### config.mk
export PLATFORM = sky130hd
export DESIGN_NAME = ll_dma_seq
export DESIGN_NICKNAME = d
export VERILOG_FILES = /design/src/rtl/ll_dma_seq.sv
export SDC_FILE = /design/constraint.sdc
export NUM_CORES = 1
export LEC_CHECK = 0
export BUFFER_PORTS_ARGS = -buffer_cell sky130_fd_sc_hd__buf_2
export CAP_MARGIN = 0
export CELL_PAD_IN_SITES_DETAIL_PLACEMENT = 1
export CELL_PAD_IN_SITES_GLOBAL_PLACEMENT = 1
export CORE_ASPECT_RATIO = 0.8
export CORE_MARGIN = 2
export CORE_UTILIZATION = 40
export DETAILED_ROUTE_END_ITERATION = 6
export HOLD_SLACK_MARGIN = 0.12
export PLACE_DENSITY_LB_ADDON = 0.1
export SYNTH_ARGS = -nofsm -noshare
export SYNTH_HDL_FRONTEND = slang
export SYNTH_SLANG_ARGS = --single-unit
### constraint.sdc
create_clock -name clk -period 2.4 [get_ports clk]
set_input_delay 0.48 -clock clk [delete_from_list [all_inputs] [get_ports clk]]
set_output_delay 0.48 -clock clk [all_outputs]
set_load 0.05 [all_outputs]
### src/rtl/ll_dma_seq.sv
module ll_dma_seq #(
  parameter int ADDR_W = 32,
  parameter int DATA_W = 32
) (
  input  logic              clk,
  input  logic              rst_n,
  input  logic              ptr_wr,
  input  logic [ADDR_W-1:0] ptr_wdata,
  input  logic [1:0]        src_mode,
  input  logic [1:0]        dst_mode,
  input  logic              ctl_mode,
  output logic              mem_req,
  output logic              mem_we,
  output logic [ADDR_W-1:0] mem_addr,
  output logic [DATA_W-1:0] mem_wdata,
  input  logic [DATA_W-1:0] mem_rdata,
  input  logic              mem_valid,
  output logic [ADDR_W-1:0] ch_src,
  output logic [ADDR_W-1:0] ch_dst,
  output logic [ADDR_W-1:0] ch_next,
  output logic [DATA_W-1:0] ch_ctla,
  output logic [DATA_W-1:0] ch_ctlb,
  output logic              mv_start,
  input  logic              mv_done,
  input  logic [ADDR_W-1:0] mv_src_end,
  input  logic [ADDR_W-1:0] mv_dst_end,
  input  logic [DATA_W-1:0] mv_ctla,
  output logic              busy,
  output logic              chain_done
);
  localparam int          NWORDS = 5;
  localparam int          IDX_W  = $clog2(NWORDS);
  localparam logic [1:0]  MODE_REPLAY = 2'b01;
  localparam logic [1:0]  MODE_CONTIG = 2'b10;
  localparam logic [ADDR_W-1:0] ALIGN = ~ADDR_W'(3);
  localparam logic [ADDR_W-1:0] WB_OFS = ADDR_W'(8);
  localparam logic [IDX_W-1:0]  LAST_IDX = IDX_W'(NWORDS - 1);

  typedef enum logic [2:0] {S_IDLE, S_FETCH, S_RUN, S_WAIT, S_WB} state_t;

  state_t            state;
  logic [IDX_W-1:0]  idx;
  logic              pend;
  logic              first;
  logic [ADDR_W-1:0] cur_desc;
  logic [DATA_W-1:0] wb_data;

  logic [ADDR_W-1:0] ptr_aligned;
  logic [ADDR_W-1:0] rd_addr;
  logic              take_src, take_dst, take_ctl;

  assign ptr_aligned = ptr_wdata & ALIGN;
  assign rd_addr     = cur_desc + ADDR_W'({idx, 2'b00});
  assign take_src    = first || !(src_mode == MODE_REPLAY || src_mode == MODE_CONTIG);
  assign take_dst    = first || !(dst_mode == MODE_REPLAY || dst_mode == MODE_CONTIG);
  assign take_ctl    = first || !ctl_mode;
  assign busy        = (state != S_IDLE);

  always_ff @(posedge clk or negedge rst_n) begin
    if (!rst_n) begin
      state      <= S_IDLE;
      idx        <= '0;
      pend       <= 1'b0;
      first      <= 1'b0;
      cur_desc   <= '0;
      wb_data    <= '0;
      mem_req    <= 1'b0;
      mem_we     <= 1'b0;
      mem_addr   <= '0;
      mem_wdata  <= '0;
      ch_src     <= '0;
      ch_dst     <= '0;
      ch_next    <= '0;
      ch_ctla    <= '0;
      ch_ctlb    <= '0;
      mv_start   <= 1'b0;
      chain_done <= 1'b0;
    end else begin
      chain_done <= 1'b0;
      mv_start   <= 1'b0;
      mem_req    <= 1'b0;
      unique case (state)
        S_IDLE: begin
          if (ptr_wr && ptr_aligned != '0) begin
            cur_desc <= ptr_aligned;
            first    <= 1'b1;
            idx      <= '0;
            pend     <= 1'b0;
            state    <= S_FETCH;
          end
        end
        S_FETCH: begin
          if (!pend) begin
            mem_req  <= 1'b1;
            mem_we   <= 1'b0;
            mem_addr <= rd_addr;
            pend     <= 1'b1;
          end else if (mem_valid) begin
            pend <= 1'b0;
            case (idx)
              IDX_W'(0): if (take_src) ch_src  <= mem_rdata[ADDR_W-1:0];
              IDX_W'(1): if (take_dst) ch_dst  <= mem_rdata[ADDR_W-1:0];
              IDX_W'(2): if (take_ctl) ch_ctla <= mem_rdata;
              IDX_W'(3): if (take_ctl) ch_ctlb <= mem_rdata;
              default:   ch_next <= mem_rdata[ADDR_W-1:0] & ALIGN;
            endcase
            if (idx == LAST_IDX) begin
              mv_start <= 1'b1;
              state    <= S_RUN;
            end else begin
              idx <= idx + 1'b1;
            end
          end
        end
        S_RUN: state <= S_WAIT;
        S_WAIT: begin
          if (mv_done) begin
            wb_data <= mv_ctla;
            if (src_mode == MODE_CONTIG) ch_src <= mv_src_end;
            if (dst_mode == MODE_CONTIG) ch_dst <= mv_dst_end;
            pend  <= 1'b0;
            state <= S_WB;
          end
        end
        S_WB: begin
          if (!pend) begin
            mem_req   <= 1'b1;
            mem_we    <= 1'b1;
            mem_addr  <= cur_desc + WB_OFS;
            mem_wdata <= wb_data;
            pend      <= 1'b1;
          end else if (mem_valid) begin
            pend <= 1'b0;
            if (ch_next == '0) begin
              chain_done <= 1'b1;
              state      <= S_IDLE;
            end else begin
              cur_desc <= ch_next;
              first    <= 1'b0;
              idx      <= '0;
              state    <= S_FETCH;
            end
          end
        end
        default: state <= S_IDLE;
      endcase
    end
  end
endmodule

# Yosys cells after proc, flatten, opt, wreduce, memory -nomap -nowiden
# Index checks and enable logic that the tools add are counted.
# totals
romBits	0
memories	0
input_bits	170
ff_bits	298
mem_bits_rw	0
elab_cells	146
latchBits	0
# classes
bitwise_logic	2
mux	62
n_eq_ne	29
shifts	0
n_reduce_logical	33
div	0
multipliers	0
magnitude_cmp	0
n_addsub	3
# ops
op	n
32-bit two-way mux	18
32-bit one-hot mux with 2 select lines	4
3-bit two-way mux	14
32-bit by 4-bit adder with 32-bit output, second input constant	1
32-bit by 5-bit adder with 32-bit output	1
32-bit logical NOT	1
32-bit nonzero test	1
2-bit inequality test, second input constant	15
1-bit two-way mux	21
7-bit AND reduction	3
3-bit one-hot mux with 5 select lines	1
5-bit AND reduction	3
3-bit by 2-bit equality test with 1-bit output, second input constant	4
3-bit one-hot mux with 3 select lines	1
3-bit nonzero test	3
8-bit AND reduction	1
3-bit by 1-bit equality test with 1-bit output, second input constant	2
3-bit equality test, second input constant	2
3-bit logical NOT	2
3-bit AND reduction	2
2-bit nonzero test	3
1-bit logical OR	5
2-bit by 1-bit equality test with 1-bit output, second input constant	2
2-bit equality test, second input constant	2
11 further kinds	17

# Logic depth before layout (Yosys ltp)
# Gate-level depths: netlist of the first run.
# depth
depth_word	9
mapped_depth	8

# Worst setup path before layout of the first run
# OpenSTA, ideal clock, no wires.
# synth_path
kind	reg-to-reg
from	register state[2]
to	register cur_desc[22]
period_less_slack_ns	2.129
setup_slack_ns	0.271
arrival_ns	2.004
path_stages_with_launch	7
cell_sequence	dfrtp_1 > clkbuf_1 > nor3_1 > inv_1 > o22ai_1 > buf_2 > mux2_2
# synth_via
elab_chain_cells	3
# synth_rtl
element	line	source
start, declared	41	state_t state;
start signal, assigned	61	state <= S_IDLE;
start signal, assigned	89	state <= S_FETCH;
start signal, assigned	109	state <= S_RUN;
3-bit equality test or 3-bit logical NOT (tied branches)	82	unique case (state)
2-bit inequality test (no line) or 2-bit nonzero test (tied branches)	--	
5-bit AND reduction (no line)	--	
end signal, assigned	85	cur_desc <= ptr_aligned;
end signal, assigned	138	cur_desc <= ch_next;
end, declared	45	logic [ADDR_W-1:0] cur_desc;
# Several ways; a longest one is shown, not always the timed one.
# A chain may end at the register's enable or synchronous reset.

# Final worst setup path of the first run
# layout_path
from	register idx[0]
to	register idx[2]
# layout_via
elab_chain_cells	5
# layout_rtl
element	line	source
start, declared	42	logic [IDX_W-1:0] idx;
start signal, assigned	111	idx <= idx + 1'b1;
3-bit by 1-bit adder with 3-bit output	111	
3-bit two-way mux	107	if (idx == LAST_IDX) begin
3-bit two-way mux	98	end else if (mem_valid) begin
3-bit two-way mux	93	if (!pend) begin
3-bit one-hot mux with 3 select lines	82	
# Several ways; a longest one is shown, not always the timed one. The select of a mux whose other input is x is not followed.

==> impl_results.md, run 1 <==
- Internal power: 14,000 uW
- Setup slack on the worst flop-to-flop path: ~0.12 ns
- Final period utilization: 95.1%
- Clock network fraction of design power: 18.0%
- Net switching share of the total power: 48.7%
- Most frequent standard cell in the layout excluding fill and tap cells: buf_2
- Number of I/O pins: between 300 and 400
- Clock tree from TritonCTS: yes
- Net switching component of the power: about 13,000 uW
- Source of the worst register-to-register timing path: idx[0]
- Number of buffers inserted during clock tree synthesis: 34
- Sum of negative setup slack: 0 ns
- Clk pin slew, worst setup/hold paths: 0.06 ns
- Critical-path top delay cell: a2111oi_1
- Count of buffers from port buffering: 392
- Final cell count without fillers: 1,994
- Chain of cells forming the critical path: inv_1 -> ha_1 -> nand2_1 -> a21boi_0 -> o22a_1 -> a2111oi_1 -> mux2_2
- Final nets: 1,725
- Library cell occupying the most area in the post-synthesis netlist: dfrtp_1
- Final hold vios: 0
- Kind of critical path: register to register
- Number of H-tree branching levels: 2
- Actual transition at the worst max-transition pin: 0.815 ns
- Outcome: finished, final reports clean
- Post-Synthesis Cell Area: 13,100 sq um
- Met2 Resource Use GR: 42.0%
- Worst relative slew slack: a little under half
- Longest individual stage delay on the worst path: 0.63 ns
- Busiest layer in global routing: met2
- Yosys reg bits: 294
- Ratio of routed vias to standard cells: roughly 5.1
- Vert. Die Dim: 166 microns
- Clock Path Buffers: 3
- Area contributors post-synth: dfrtp_1 (56%), mux2_2 (16%), mux2i_1 (5.1%)
- Number of placed cells counting well taps: 1,933
- Required time of the critical path: ~2.8 ns
- Critical Path AT: ~2.7 ns
- Post-layout util: a little over half
- Met3 Usage GRT: 7.10%
- Synthesized instance count: 1,115
- Dominant delay contributor by cell family on the critical path: compound AO/OA/AOI/OAI gates
- Post-DP HPWL: approximately 33,000 microns
- Final wirelength: between 40,000 and 50,000 microns
- Worst Reg2Reg Path Length in Cells: 7
- Remaining global-route overflow: 0
- X dimension of the die: 207 microns
- Initial cell density of the core: 40.5%
- Pin count of the biggest net entering global routing: 65
- Ys async rst share: 100%
- Routed vias: slightly above 10,000
- Power per Cell Area: 1590 nW/um^2
- Number of library cell types mapped by synthesis: a little under 50
- Number of antenna violations at the first check in global routing: 3
- Post-synth EDFFs: 0
- Final routed wire length divided by cell count: 22.0 microns
- Pins Over Slew Limit: 0
- Worst voltage drop across the vdd grid: a little over 1000 uV
- RSZ-0062 raised after global routing: no
- Global routing usage on met1: 33.6%
- Weighted congestion reported at the end of routability-driven placement: 0.847
- Average footprint of a synthesized cell: 11.8 sq um
- Critical path endpoint category: register
- Total setup violations reported at the end of the flow: 0
- Number of detailed-routing iterations run before antenna repair: 4
- Global-route wire length before repair: 66,800 microns
- Static leakage: 0.00889 uW
- Max Clock Freq: roughly 0.44 GHz
- Clock period minus final worst setup slack: 2.28 ns
- Comb pwr share: 50.4%
- Clock sink count: 294
- 1st-iter DRT viols: 542
- Instance count on the critical path: 7
- Dpl ws: around 0.054 ns
- CTS Root Cell: clkbuf_16
- Standard cell core area: 32,400 sq um
- Crit path launch type: register
- Register share of total power: 31.6%
- Worst Hold Class: primary input to register
- DRC Markers: 0
- FF-to-FF End: idx[2]
- Count of nets left with antenna violations after detail routing: 0
- Number of cell rows: 59
- Max cap viols: 0
- Worst hold margin: 0.206 ns
- Source-to-sink clock delay at the later pin of the worst-skew pair: 0.51 ns
- Share of layout cells above drive strength 1: approximately 45%
- End of the critical path: idx[2]
- Proportion of netlist area held by the largest area contributor: 56.0%
- Yosys warning count: 0
- Total Routing Usage GR: between 20 and 30%
- Worst Slack Setup Final: between 0.1 and 0.15 ns
- Highest-count cells in the layout ignoring fill and taps: buf_2 (391), dfrtp_1 (294), mux2_2 (188), nor2_1 (102), inv_1 (73)
- DIE AREA: 34,300 sq um
- Crit-path max FO: 3
- Synth Flop Type: dfrtp_1
- Crit path from: idx[0]
- Clock skew after layout: 0.0121 ns
- Number of buffer and inverter stages on the critical path: 1
- P&R area growth vs syn: 29.9%
- Portion of the post-synthesis area used by sequential elements: 56.0%
- Via count of the first global-routing pass: around 11,000
metrics by stage:
step                cell area [sq um]  total power, uW
floorplan                       13100            18000
global placement                16000            22000
detailed placement              16000            22400
CTS                             17100            27500
global route                    17100            28600
finish                          17100            27200
synthesized netlist by cell type (2+ instances only):
cell         n
a211oi_1     2
a21boi_0     2
a21o_1       2
a21oi_1     69
and2_1      35
and3_1       2
and4_1       4
buf_1        6
buf_2       20
buf_4        4
buf_6        2
clkbuf_1    29
dfrtp_1    294
ha_1        11
inv_1       73
mux2_2     188
mux2i_1     67
nand2_1     51
nand3_1      6
nand4_1     11
nor2_1     105
nor3_1      11
nor3b_1      3
nor4_1      22
nor4_4       2
nor4b_1      4
o21ai_0     34
o21ai_1      7
o22a_1       2
o2bb2ai_1    2
or3_1        2
xnor2_1     25
xor2_1       2
final cells by class:
| cell class | count | area, sq um |
|---|---|---|
| Inverter | 73 | 274 |
| Tap cell | 427 | 534 |
| Timing Repair Buffer | 450 | 2570 |
| Fill cell | 3584 | 15300 |
| Multi-Input combinational cell | 690 | 5280 |
| Antenna cell | 2 | 5.00 |
| Clock inverter | 5 | 35.0 |
| Sequential cell | 294 | 7360 |
| Clock buffer | 53 | 1000 |
how the worst min path moves through the flow:
stage                 from      endpoint  slack [ns]  cells after the start
2_1_floorplan        rst_n    ch_ctla[0]        0.18                      0
3_3_place_gp         rst_n   cur_desc[3]        0.43                      1
3_5_place_dp         rst_n  mem_addr[31]        0.43                      1
4_1_cts         mv_ctla[5]    wb_data[5]        0.18                      2
5_1_grt         mv_ctla[7]    wb_data[7]        0.18                      2
6_report       mv_ctla[22]   wb_data[22]        0.21                      2
flip-flops by register name (all words and copies together) (netlist names), 3 cells and up:
register   count
ch_dst        32
state          3
wb_data       32
cur_desc      30
ch_next       30
idx            3
mem_wdata     32
ch_src        32
mem_addr      30
ch_ctla       32
ch_ctlb       32
metal layers:
layer / vias to the layer above / part of all wire [%] / wire [microns]
met5: - / 0 / 0
met4: 0 / 2.3 / 993
met1: 5140 / 43 / 18700
met2: 256 / 48 / 21100
met3: 61 / 6.8 / 2990
li1: 4665 / - / -
cells by family (layout without fill, tap and decap cells):
group	Yosys count	in the layout	synth area share [%]
xor+xnor	27	27	1.80
fa+ha+maj	12	12	1.20
buf+inv	134	581	4.25
simple gates	267	267	10.3
mux	256	256	21.3
other cells	1	6	0.0285
compound gates	124	124	5.04
flops	294	294	56.0
power by group through the flow:
stage | clock [uW] | combinational (uW) | sequential (uW)
final | 4900 | 13700 | 8600
after detailed placement | 0 | 13800 | 8620
after global routing | 5240 | 14500 | 8880
after CTS | 5040 | 13800 | 8590
after global placement | 0 | 13500 | 8500
after floorplan | 0 | 3980 | 14100
what timing repair did:
item / 4_1_cts / 5_1_grt
hold endpoints to repair: 38 / 0
resized for setup: 1 / 0
hold buffers: 1 / 0
buffers inserted: 0 / 0
endpoints found under the setup margin: 1 / 0
Note: power is estimated with default switching activity, not from simulation.
==> run 2, diff against run 1 <==
ABC_AREA = 1   (was not set)
CORE_UTILIZATION = 38   (was 40)
MAX_ROUTING_LAYER = met4   (was not set)
==> run 2 against run 1 <==
Critical path depth grew 4. Cell count grew 24%. Die area grew 6.6%. Core utilization shrank 3.9 points. Setup slack gained 0.095 ns. Clock-buffer cell count shrank 9. Final area shrank 1.0%. Synthesized cell count grew 41%. Power shrank 0.22%. Flip-flop and latch count is the same. Sequential power grew 2.4%. Largest cell class unchanged. Largest power group unchanged.
==> impl_results.md, run 2 <==
- Outcome: finished, final reports clean
- Yosys reg bits: 294 (unchanged)
- Final period utilization: 91.1% (-4.0 points)
- Synthesized instance count: 1,577 (+41%)
- Source of the worst register-to-register timing path: idx[0]
- Clock period minus final worst setup slack: 2.19 ns (-0.0954 ns)
- Count of buffers from port buffering: 392 (unchanged)
- Worst voltage drop across the vdd grid: 691 uV (-33%)
- Number of detailed-routing iterations run before antenna repair: 4 (unchanged)
- Final cell count without fillers: 2,463 (+24%)
- Highest-count cells in the layout ignoring fill and taps: nand2_1 (553), buf_2 (391), dfrtp_1 (294), o21ai_0 (133), inv_1 (103)
- Pin count of the biggest net entering global routing: 72 (+11%)
- Final routed wire length divided by cell count: 18.5 microns (-16%)
- Dominant delay contributor by cell family on the critical path: simple AND/OR/NAND/NOR gates
- Setup slack on the worst flop-to-flop path: 0.21 ns (+0.10 ns)
- Count of filler cells inserted in the layout: 4,304 (+20%)
- DRC Markers: 0 (unchanged)
- Count of nets left with antenna violations after detail routing: 0 (unchanged)
- Critical-path top delay cell: dfrtp_1
- Initial cell density of the core: 38.4% (-2.1 points)
- Startpoint of the tightest hold check path: mv_ctla[2]
- X dimension of the die: 213 microns (+3.3%)
- Dpl ws: 0.234 ns (+0.181 ns)
- Kind of critical path: register to register
- Net switching share of the total power: 51.4% (+2.7 points)
- Worst Reg2Reg Path Length in Cells: 11 (+4)
- Weighted congestion reported at the end of routability-driven placement: 0.863 (+1.8%)
- Number of buffers inserted during clock tree synthesis: 30 (-12%)
- Critical Path AT: 2.63 ns (-0.04 ns)
- Worst Hold End: wb_data[2]
- Critical Path Most Common Cell: nand2_1
- Final nets: 2,145 (+24%)
- Clock tree from TritonCTS: yes
- Critical path endpoint category: register
- Pins Over Slew Limit: 0 (unchanged)
- Standard cell core area: 34,700 sq um (+6.9%)
- Ratio of routed vias to standard cells: 4.89 (-3.6%)
- Hold buffers post-CTS: 3 (+2)
- Gates resized, CTS repair: 0 (-1)
- Number of I/O pins: 399 (unchanged)
- Number of library cell types mapped by synthesis: 40 (-18%)
- Max Clock Freq: 0.457 GHz (+4.4%)
- Clock network fraction of design power: 16.9% (-1.1 points)
- Number of placed cells counting well taps: 2,400 (+24%)
- Sum of negative setup slack: 0 ns (unchanged)
- Source-to-sink clock delay at the later pin of the worst-skew pair: 0.57 ns (+0.06 ns)
- Final wirelength: 45,600 microns (+4.1%)
- Post-synth top cells: nand2_1 (554), dfrtp_1 (294), o21ai_0 (133), inv_1 (103), nor2_1 (101)
- Register share of total power: 32.5% (+0.9 points)
- Post-Synthesis Cell Area: 13,300 sq um (+1.4%)
- Ys async rst share: 100% (unchanged)
- Most numerous cell in the Yosys netlist: nand2_1
- Total Routing Usage GR: 25.6% (-0.078 points)
- Worst relative slew slack: 40.1% (-5.6 points)
- CTS Root Cell: clkbuf_16
- Post-CTS setup buffer count: 0 (unchanged)
- Global-route wire length before repair: 70,700 microns (+5.8%)
- DIE AREA: 36,600 sq um (+6.6%)
- Library cell occupying the most area in the post-synthesis netlist: dfrtp_1
- Required time of the critical path: 2.85 ns (+0.06 ns)
- Worst Hold Class: primary input to register
- P&R area growth vs syn: 26.8%
- Yosys warning count: 0 (unchanged)
- Routed vias: 12,047 (+19%)
- Via count of the first global-routing pass: 12,589 (+14%)
- Synth Flop Type: dfrtp_1
- Post-DP HPWL: 34,600 microns (+5.2%)
- Post-layout util: 48.7% (-3.9 points)
- Proportion of netlist area held by the largest area contributor: 55.2% (-0.78 points)
- Clock sink count: 294 (unchanged)
- Actual transition at the worst max-transition pin: 0.898 ns (+0.0835 ns)
- Portion of the post-synthesis area used by sequential elements: 55.2% (-0.78 points)
- Post-synth EDFFs: 0 (unchanged)
- Chain of cells forming the critical path: ha_1 -> fa_1 -> nand2_1 -> nand2_1 -> nand2_1 -> nand2_1 -> nand3b_1 -> nor2_1 -> or2_0 -> nand3_1 -> nand2_1
- Clk pin slew, worst setup/hold paths: 0.06 ns (about the same)
- Most frequent standard cell in the layout excluding fill and tap cells: nand2_1
- Internal power: 13,200 uW (-5.5%)
- Vert. Die Dim: 171 microns (+3.2%)
- Number of buffer and inverter stages on the critical path: 0 (-1)
- Final hold vios: 0 (unchanged)
- Area contributors post-synth: dfrtp_1 (55%), nand2_1 (16%), o21ai_0 (5.0%)
- Max cap viols: 0 (unchanged)
- Longest individual stage delay on the worst path: 0.46 ns (-0.17 ns)
- Number of H-tree branching levels: 1 (-1)
- Total setup violations reported at the end of the flow: 0 (unchanged)
- Number of cell rows: 61 (+3.4%)
- Clock Path Buffers: 3 (unchanged)
- Static leakage: 0.00944 uW (+6.2%)
- Crit-path max FO: 5 (+2)
- 1st-iter DRT viols: 717 (+32%)
- Share of layout cells above drive strength 1: 25.6% (-19 points)
- Crit path launch type: register
- Remaining global-route overflow: 0 (unchanged)
- Cell count of the worst hold path: 2 (unchanged)
- FF-to-FF End: mem_addr[16]
- Power per Cell Area: 1610 nW/um^2 (+0.81%)
- RSZ-0062 raised after global routing: no
- Comb pwr share: 50.6% (+0.2 points)
- Clock skew after layout: 0.0144 ns (+0.00231 ns)
- Worst Slack Setup Final: 0.213 ns (+0.0954 ns)
- Number of antenna violations at the first check in global routing: 8 (+5)
- Average footprint of a synthesized cell: 8.45 sq um (-28%)
- Net switching component of the power: 13,900 uW (+5.3%)
[run 2: changes by cell type after synthesis, moves of 26 or more]
cell     delta
o21ai_0    +99
nand4_1    +26
mux2_2    -180
and2_1     -34
a21o_1     +63
mux2i_1    -67
nand2_1   +503
nand3_1    +27
inv_1      +30
[run 2: power by group through the flow]
stage	sequential (uW)	combinational, uW	clock, uW
2_1_floorplan	14200	4440	0
6_report	8810	13700	4600
5_1_grt	9110	14800	4910
3_5_place_dp	8860	13800	0
4_1_cts	8820	13900	4740
3_3_place_gp	8760	13600	0
[run 2: how the worst max path moves through the flow]
stage,from,endpoint,cells past startpoint
detailed placement,idx[0],mem_addr[16],11
floorplan,idx[0],mem_addr[16],11
global route,idx[0],mem_addr[16],11
finish,idx[0],mem_addr[16],11
CTS,state[0],busy,5
global placement,idx[0],mem_addr[16],11
[run 2: stage by stage]
step / hold WS (ns) / cell area, sq um / total power, uW
4_1_cts: 0.122 / 16900 / 27400
3_5_place_dp: 0.455 / 15900 / 22700
6_report: 0.155 / 16900 / 27100
2_1_floorplan: 0.184 / 13300 / 18600
5_1_grt: 0.144 / 16900 / 28800
3_3_place_gp: 0.448 / 15900 / 22300
[run 2: routing by layer]
metal | share of wire [%] | wire length, microns | GRT usage [%]
met2 | 48 | 21800 | 41.5
met3 | 5.6 | 2570 | 5.93
met1 | 44 | 20200 | 32.5
met4 | 2.4 | 1090 | 6.49
met5 | 0 | 0 | -
[run 2: cell type report]
class | instances | area (sq um) | area share (%)
diodes | 8 | 20.0 | 0.119
clock buffers | 44 | 885 | 5.24
clock inverters | 8 | 65.1 | 0.385
inverters | 108 | 405 | 2.40
multi-input cells | 1098 | 5160 | 30.5
flip-flops and latches | 294 | 7360 | 43.6
well taps | 472 | 591 | 3.50
repair buffers | 431 | 2410 | 14.3
[run 2: cells by family (layout without fill, tap and decap cells)]
family	count (synthesis)	after routing	synth area share (%)
simple gates	757	757	23.1
buf+inv	188	591	6.16
xor+xnor	6	6	0.394
flops	294	294	55.2
fa+ha+maj	12	12	1.18
mux	8	8	0.676
compound gates	311	311	13.2
other cells	1	12	0.0281
[run 2: worst reg2reg max path, delay by kind of cell (launching register included)]
kind / cells / cell delay, ns
simple gates: 9 / 0.97
fa+ha+maj: 2 / 0.65
flops: 1 / 0.46
==> run 3, diff against run 2 <==
clock period = 2.17 ns   (was 2.4 ns; I/O delays follow)
==> run 3 against run 2 <==
First-iteration DRC count down 3.9%. Combinational power rose by 14%. Largest power group unchanged. Largest cell class unchanged. Hold slack worse by 0.011 ns. Clock skew about the same. Wire length rose by 1.4%. Cell count increased by 1.5%. Final area grew 2.4%. Sequential share of layout area fell by 1.0 points. Die area is the same.
==> impl_results.md, run 3 (synthesized netlist as in run 2, its figures left out) <==
- Vert. Die Dim: 171 microns (unchanged)
- Critical path endpoint category: output pin
- Worst relative slew slack: 64.3% (+24 points)
- Setup slack on the worst flop-to-flop path: 0.16 ns (-0.05 ns)
- Total setup violations reported at the end of the flow: 0 (unchanged)
- CTS Root Cell: clkbuf_16
- Clock tree from TritonCTS: yes
- Clk pin slew, worst setup/hold paths: 0.06 ns (about the same)
- Outcome: finished, final reports clean
- Chain of cells forming the critical path: buf_4 -> inv_2 -> nand2_2 -> nor2_2 -> inv_1 -> buf_6
- Remaining global-route overflow: 0 (unchanged)
- Source-to-sink clock delay at the later pin of the worst-skew pair: 0.57 ns (about the same)
- Sum of negative setup slack: 0 ns (unchanged)
- Power per Cell Area: 1760 nW/um^2 (+9.9%)
- Count of nets left with antenna violations after detail routing: 0 (unchanged)
- Crit path launch type: register
- Clock Path Buffers: 3 (unchanged)
- Crit-path max FO: 4 (-1)
- Pin count of the biggest net entering global routing: 82 (+14%)
- Number of placed cells counting well taps: 2,409 (+0.38%)
- Critical Path AT: 1.63 ns (-1.00 ns)
- Total Routing Usage GR: 25.9% (+0.31 points)
- Post-DP HPWL: 34,900 microns (+0.94%)
- DIE AREA: 36,600 sq um (unchanged)
- Number of H-tree branching levels: 1 (unchanged)
- Count of buffers from port buffering: 392 (unchanged)
- Actual transition at the worst max-transition pin: 0.534 ns (-0.364 ns)
- Final wirelength: 46,200 microns (+1.4%)
- Global-route wire length before repair: 71,600 microns (+1.4%)
- Final hold vios: 0 (unchanged)
- RSZ-0062 raised after global routing: no
- Number of cell rows: 61 (unchanged)
- Number of antenna violations at the first check in global routing: 8 (unchanged)
- P&R area growth vs syn: 29.8%
- Number of I/O pins: 399 (unchanged)
- Critical-path top delay cell: dfrtp_1
- 1st-iter DRT viols: 689 (-3.9%)
- DRC Markers: 0 (unchanged)
- Kind of critical path: register to output pin
- X dimension of the die: 213 microns (unchanged)
- Longest individual stage delay on the worst path: 0.38 ns (-0.08 ns)
- Clock period minus final worst setup slack: 2.07 ns
- Worst Hold Class: primary input to register
- Post-CTS setup buffer count: 0 (unchanged)
- Highest-count cells in the layout ignoring fill and taps: nand2_1 (551), buf_2 (390), dfrtp_1 (294), o21ai_0 (133), inv_1 (103)
- Routed vias: 12,248 (+1.7%)
- Final nets: 2,182 (+1.7%)
- Max Clock Freq: a little under 0.5 GHz
- Max cap viols: 0 (unchanged)
- Weighted congestion reported at the end of routability-driven placement: 0.858 (-0.58%)
- Clock skew after layout: 0.0146 ns (+0.000189 ns)
- Static leakage: 0.00961 uW (+1.8%)
- Number of detailed-routing iterations run before antenna repair: 5 (+1)
- Required time of the critical path: 1.74 ns (-1.11 ns)
- Most frequent standard cell in the layout excluding fill and tap cells: nand2_1
- Final cell count without fillers: 2,499 (+1.5%)
- Pins Over Slew Limit: 0 (unchanged)
- Clock sink count: 294 (unchanged)
- Final routed wire length divided by cell count: 18.5 microns (about the same)
- Initial cell density of the core: 38.4% (unchanged)
- Final period utilization: 95.3%
- Post-layout util: 49.9% (+1.2 points)
- Ratio of routed vias to standard cells: 4.90 (+0.20%)
- Standard cell core area: 34,700 sq um (unchanged)
- Share of layout cells above drive strength 1: 26.1% (+0.43 points)
- Number of buffers inserted during clock tree synthesis: 31 (+3.3%)
- Via count of the first global-routing pass: 12,890 (+2.4%)
- Worst voltage drop across the vdd grid: 974 uV (+41%)
[run 3: cell types whose count changed in the layout (fill, tap and decap cells not counted), sizes merged]
cell,delta
clkinv,+1
buf,+9
bufinv,+2
clkbuf,-6
dlygate4sd3,+27
clkinvlp,+3
[run 3: final timing paths]
kind,startpoint,endpoint,depth (start not counted)
max,state[0],busy,6
min,mv_ctla[8],wb_data[8],3
max reg2reg,idx[0],ch_src[9],9
min reg2reg,mem_wdata[2],mem_wdata[2],2
max in group asynchronous,rst_n,ch_dst[22],3
min in group asynchronous,rst_n,mem_addr[11],2
[run 3: area by class of cell]
class,instances,area (sq um)
inverter,108,408
timing repair buffer,467,2750
fill,4301,17400
tap,472,591
antenna,8,20.0
multi-input combinational,1098,5170
clock buffer,38,832
sequential,294,7360
clock inverter,14,164
[run 3: power by group]
group / switching (uW) / internal, uW
clock network: 2250 / 3060
logic: 11600 / 3920
registers: 1690 / 7960
total: 15600 / 14900
[run 3: through the flow]
stage | hold slack, ns | setup slack (ns) | power [uW] | instance area (sq um)
finish | 0.143 | 0.102 | 30500 | 17300
global placement | 0.327 | 0.134 | 24900 | 16000
floorplan | 0.138 | 0.316 | 20600 | 13300
CTS | 0.128 | 0.0162 | 30800 | 17300
detailed placement | 0.326 | 0.106 | 25300 | 16000
global route | 0.147 | 0.0117 | 32500 | 17300
[run 3: repair_timing]
action                                  4_1_cts  5_1_grt
hold buffers                                 30        0
resized for setup                             2        8
endpoints found under the hold margin       169        0
pin swaps                                     0        2
endpoints found under the setup margin        1       29
[run 3: critical path: cells and delay by family, from the launching register on]
kind                   cells  cell delay, ns
AND/OR/NAND/NOR            2            0.21
buffers and inverters      4            0.47
flip-flops                 1            0.38
[run 3: per-layer routing]
metal  track usage [%]  wire [microns]  up-vias
met1              32.7           20100     5968
met3              6.45            2860       87
met2              41.3           21700      281
met4              7.88            1580        0
met5                 -               0        -
li1                  -               -     5912
